### src/rtl/mini_uart.sv
module mini_uart #(
  parameter int CLK_DIV = 27
) (
  input  logic       clk,
  input  logic       rst_n,
  input  logic       wr_en,
  input  logic [7:0] wr_data,
  input  logic       ti_clr,
  input  logic       ri_clr,
  input  logic       rxd,
  output logic       txd,
  output logic [7:0] rd_data,
  output logic       ti,
  output logic       ri,
  output logic       irq
);
  localparam int DW = (CLK_DIV > 1) ? $clog2(CLK_DIV) : 1;

  logic [DW-1:0] div_q;
  logic          tick;
  assign tick = (div_q == DW'(CLK_DIV - 1));

  always_ff @(posedge clk) begin
    if (!rst_n)    div_q <= '0;
    else if (tick) div_q <= '0;
    else           div_q <= div_q + 1'b1;
  end

  // transmitter
  logic       tx_busy;
  logic [9:0] tx_sh;
  logic [3:0] tx_bit;
  logic [1:0] tx_sub;
  logic       tx_done;

  assign tx_done = tx_busy && tick && (tx_sub == 2'd3) && (tx_bit == 4'd9);
  assign txd     = tx_busy ? tx_sh[0] : 1'b1;

  always_ff @(posedge clk) begin
    if (!rst_n) begin
      tx_busy <= 1'b0;
      tx_sh   <= '1;
      tx_bit  <= '0;
      tx_sub  <= '0;
    end else if (wr_en && !tx_busy) begin
      tx_busy <= 1'b1;
      tx_sh   <= {1'b1, wr_data, 1'b0};
      tx_bit  <= '0;
      tx_sub  <= '0;
    end else if (tx_busy && tick) begin
      tx_sub <= tx_sub + 2'd1;
      if (tx_sub == 2'd3) begin
        if (tx_bit == 4'd9) begin
          tx_busy <= 1'b0;
        end else begin
          tx_sh  <= {1'b1, tx_sh[9:1]};
          tx_bit <= tx_bit + 4'd1;
        end
      end
    end
  end

  // receiver
  logic       rx_s1, rx_s2, rx_last;
  logic       rx_on;
  logic [3:0] rx_bit;
  logic [1:0] rx_sub;
  logic [1:0] rx_ones;
  logic [1:0] rx_sum;
  logic       rx_vote;
  logic [7:0] rx_sh;
  logic       rx_done;

  assign rx_sum  = rx_ones + {1'b0, rx_s2};
  assign rx_vote = rx_sum[1];
  assign rx_done = rx_on && tick && (rx_sub == 2'd3) && (rx_bit == 4'd9) && rx_vote;

  always_ff @(posedge clk) begin
    if (!rst_n) begin
      rx_s1   <= 1'b1;
      rx_s2   <= 1'b1;
      rx_last <= 1'b1;
      rx_on   <= 1'b0;
      rx_bit  <= '0;
      rx_sub  <= '0;
      rx_ones <= '0;
      rx_sh   <= '0;
    end else begin
      rx_s1 <= rxd;
      rx_s2 <= rx_s1;
      if (tick) begin
        rx_last <= rx_s2;
        if (!rx_on) begin
          if (rx_last && !rx_s2) begin
            rx_on   <= 1'b1;
            rx_bit  <= '0;
            rx_sub  <= 2'd1;
            rx_ones <= '0;
          end
        end else if (rx_sub == 2'd3) begin
          rx_sub  <= '0;
          rx_ones <= '0;
          rx_bit  <= rx_bit + 4'd1;
          if (rx_bit == 4'd0 && rx_vote) rx_on <= 1'b0;
          if (rx_bit >= 4'd1 && rx_bit <= 4'd8) rx_sh <= {rx_vote, rx_sh[7:1]};
          if (rx_bit == 4'd9) rx_on <= 1'b0;
        end else begin
          rx_sub  <= rx_sub + 2'd1;
          rx_ones <= rx_ones + {1'b0, (rx_sub != 2'd0) & rx_s2};
        end
      end
    end
  end

  // host side
  always_ff @(posedge clk) begin
    if (!rst_n) begin
      rd_data <= '0;
      ti      <= 1'b0;
      ri      <= 1'b0;
    end else begin
      if (rx_done) rd_data <= rx_sh;
      if (tx_done)     ti <= 1'b1;
      else if (ti_clr) ti <= 1'b0;
      if (rx_done)     ri <= 1'b1;
      else if (ri_clr) ri <= 1'b0;
    end
  end

  assign irq = ti | ri;
endmodule

### config.mk
export PLATFORM = sky130hd
export DESIGN_NAME = mini_uart
export DESIGN_NICKNAME = d
export VERILOG_FILES = /design/src/rtl/mini_uart.sv
export SDC_FILE = /design/constraint.sdc
export NUM_CORES = 1
export LEC_CHECK = 0
export CAP_MARGIN = 20
export CORE_ASPECT_RATIO = 1.4
export CORE_MARGIN = 8
export CORE_UTILIZATION = 39
export DETAILED_ROUTE_END_ITERATION = 16
export HOLD_SLACK_MARGIN = 0.05
export PLACE_DENSITY = 0.63
export SLEW_MARGIN = 20
export SYNTH_ARGS = -nofsm -noshare
export SYNTH_HDL_FRONTEND = slang
export SYNTH_SLANG_ARGS = --single-unit
### constraint.sdc
create_clock -name clk -period 2.8 [get_ports clk]
set_clock_uncertainty 0.15 [all_clocks]
set_input_delay 0.84 -clock clk [delete_from_list [all_inputs] [get_ports clk]]
set_output_delay 0.84 -clock clk [all_outputs]
set_load 0.005 [all_outputs]
==> results.md <==
- Max VDD drop: between 0.0002 and 0.0003 V
- Clock transition at the register clock pins on the worst setup and hold paths after CTS: 0.10 ns
- Vertical extent of the die: ~110 um
- Placement Cell Area: 2580 um2
- Power share of the clock group: roughly a third
- Cell count after synthesis: ~250
- Diodes inserted: 0
- Post-route standard cell area excluding fillers: 2680 um2
- Clock tree from TritonCTS: yes
- Number of port buffers: 25
- H-tree depth: 2
- Leading cell type in the layout, fill and taps excluded: dfxtp_1
- Vias in the first global route: roughly 1700
- Launch point of the worst reg-to-reg path: div_q[0]$_SDFF_PP0_
- Reg-to-reg slack, setup: between 0.7 and 0.8 ns
- Number of gates resized after CTS: 0
- Count of flip-flops with a built-in enable after synthesis: 0
- Chip width: around 80 um
- Mean routed wirelength per cell: between 10 and 15 um
- Number of buffers created by CTS: 5
- Share of cells above drive strength 1: approximately 6.7%
- Antenna violations before repair: 0
- Post-route antenna net violation count: 0
- Power per cell area: between 400 and 500 nW/um2
- Leakage component of the power: roughly 0.99 nW
- Maximum frequency from static timing analysis: between 400 and 500 MHz
- Worst R2R End: tx_bit[1]$_SDFFE_PP0P_
- Max-slew headroom: 66.9%
- Net count after synthesis: approximately 280
- Critical path start-end classification: register to output pin
- Worst min-delay path endpoint: rx_s2$_SDFF_PN1_
- Launch instance of the worst min-delay path: rx_s1$_SDFF_PN1_
- Most area-hungry cell type in the Yosys netlist: dfxtp_1
- Maximum number of buffers from clock root to sink: 2
- Share of flip-flops with an asynchronous set or reset after synthesis: 0%
- Detailed-route DRC error count: 0
- Data required time of the critical path: around 1.8 ns
- Hold Worst Slack: around 0.27 ns
- Startpoint type of the worst setup path: register
- Overall global routing resource usage: ~11%
- Initial Util: 40.4%
- Synthesized cell area: roughly 2200 um2
- Maximum number of pins on one net before global-route repair: 17
- Number of warnings printed during yosys synthesis: 0
- Hold_buf cts: 0
- Std-Cell Core Area: roughly 5500 um2
- Area of the die: 8440 um2
- Post-synth cell types: 35
- Share of the cycle needed by the critical path after routing: 83.7%
- Final RePlAce weighted congestion: between 0.7 and 0.8
- Post-CTS repair timing setup buffer count: 0
- Area growth from synthesis to final layout: 20.0%
- Number of placement rows: 32
- Most area-consuming cells after synthesis: dfxtp_1 (46%), mux2i_1 (7.6%), nor2_1 (6.2%), ha_1 (6.2%), a21oi_1 (4.7%)
- Post-DP HPWL: ~3.2 mm
- Maximum capacitance violations: 0
- Root Buffer: clkbuf_8
- Post-route setup TNS: 0 ns
- Sequential share of the synthesized area: 45.7%
- Length in cells of the worst reg-to-reg path: 8
- Hold Crit Class: register to register
- Highest fanout seen on the critical path: 3
- Worst slew pin tran: 0.489 ns
- Count of boundary I/O pins: 26
- Final worst path period need: around 2.3 ns
- Endpoint class of the critical path: output pin
- Worst-Skew Late Latency: 0.30 ns
- Max-slew violation total from the final report: 0
- Global-route wire length before repair: approximately 7.5 mm
- Most used flip-flop cell after synthesis: dfxtp_1
- Remaining global-route overflow: 0
- Worst Hold Depth: 1
- Pint: 0.978 mW
- Crit path arrival time: approximately 1.4 ns
- Relative contribution of combinational cells to total power: under 10%
- Leading cell types in the layout, fill and taps excluded: dfxtp_1 (51), nor2_1 (37), nand2_1 (27)
- Share of the synthesized area in the top cell type: ~46%
- Final hold violations: 0
- Power share of the sequential group: between 50% and 60%
- TritonCTS Sinks: 51
- Total length of routed wires: 4.28 mm
- Number of detailed-routing iterations run before antenna repair: 4
- Iter 0 DRT Violations: 80
- Number of storage elements in the synthesis netlist: 51
- Ratio of routed vias to standard cells: 4.97
- Net switching fraction of the power: between 20% and 30%
- Synthesized area per cell: 8.80 um2
- Status: complete, no violations
- RSZ-0062 raised after global routing: false
- Vias: between 1500 and 2000
- Final setup violation count: 0
- Fin nets: around 310
- Power spent charging and discharging nets: approximately 0.29 mW
==> state kept, by name, summed over array words and instances, names as in the netlist <==
name,count
tx_sub,2
tx_bit,4
rd_data,8
ti,1
div_q,5
rx_on,1
rx_ones,2
rx_sh,8
tx_busy,1
rx_s1,1
tx_sh,9
rx_last,1
rx_sub,2
rx_bit,4
ri,1
rx_s2,1
==> Yosys cell counts (2+ instances only) <==
| cell | instances |
|---|---|
| xor2_1 | 2 |
| nand2b_1 | 7 |
| xnor2_1 | 3 |
| nand3b_1 | 3 |
| inv_1 | 10 |
| nand4_1 | 5 |
| o21ai_0 | 6 |
| a32oi_1 | 2 |
| mux2i_1 | 17 |
| a211oi_1 | 2 |
| a21oi_1 | 21 |
| nor2b_1 | 3 |
| nand2_1 | 27 |
| or4_1 | 2 |
| nand3_1 | 15 |
| buf_2 | 3 |
| nor2_1 | 37 |
| dfxtp_1 | 51 |
| clkbuf_1 | 8 |
| a22oi_1 | 2 |
| nor3b_1 | 2 |
| nor3_1 | 3 |
| ha_1 | 11 |
==> how the worst max path moves through the flow <==
stage / startpoint / endpoint / cells after the start
2_1_floorplan: rx_bit[0]$_SDFFE_PN0P_ / rx_sh[0]$_SDFFE_PN0P_ / 6
3_3_place_gp: rst_n / tx_sh[7]$_SDFFE_PN1P_ / 5
3_5_place_dp: wr_en / tx_sh[7]$_SDFFE_PN1P_ / 5
4_1_cts: ri$_SDFFE_PN0P_ / irq / 2
5_1_grt: ri$_SDFFE_PN0P_ / irq / 2
6_report: ri$_SDFFE_PN0P_ / irq / 2
==> per-stage QoR <==
step	setup slack [ns]	std cells	util, %	power, mW
3_3_place_gp	0.528	343	46.8	0.838
6_report	0.457	351	48.6	1.27
3_5_place_dp	0.507	343	46.8	0.838
4_1_cts	0.425	351	48.6	1.29
5_1_grt	0.371	351	48.6	1.33
2_1_floorplan	0.781	254	-	0.806
==> cell families (layout without fill, tap and decap cells) <==
logic type | after synthesis | count (layout) | synth area share, %
buffers and inverters | 21 | 50 | 3.70
XOR/XNOR | 5 | 5 | 1.96
multiplexers | 17 | 17 | 7.61
AND/OR/NAND/NOR | 110 | 110 | 23.5
adder cells (fa/ha/maj) | 11 | 11 | 6.16
AO/OA/AOI/OAI | 39 | 39 | 11.4
flip-flops | 51 | 51 | 45.7
==> layout make-up <==
cell class / instances / area, um2
Clock inverter: 2 / 16.3
Clock buffer: 6 / 82.6
Timing Repair Buffer: 32 / 303
Fill cell: 525 / 2840
Multi-Input combinational cell: 182 / 1140
Sequential cell: 51 / 1020
Tap cell: 68 / 85.1
Inverter: 10 / 37.5
==> worst max-delay path, stage by stage (launching register included) <==
cell	delay (ns)
dfxtp_1	0.33
or2_2	0.28
clkdlybuf4s50_1	0.44
==> metal layers <==
metal  wire [um]  share of wire [%]  GRT usage [%]
met1        1970                 46           11.8
met2        2100                 49           18.6
met3         181                4.2           3.23
met4          41               0.96           4.44
met5           0                  0              0
==> power groups by stage <==
| stage | Clock [mW] | Combinational, mW | Sequential, mW |
|---|---|---|---|
| 2_1_floorplan | 0 | 0.0414 | 0.764 |
| 4_1_cts | 0.469 | 0.0699 | 0.752 |
| 5_1_grt | 0.494 | 0.0791 | 0.754 |
| 3_3_place_gp | 0 | 0.0691 | 0.769 |
| 3_5_place_dp | 0 | 0.0697 | 0.769 |
| 6_report | 0.445 | 0.0689 | 0.752 |
No activity file was read; power rests on OpenSTA's default activity.
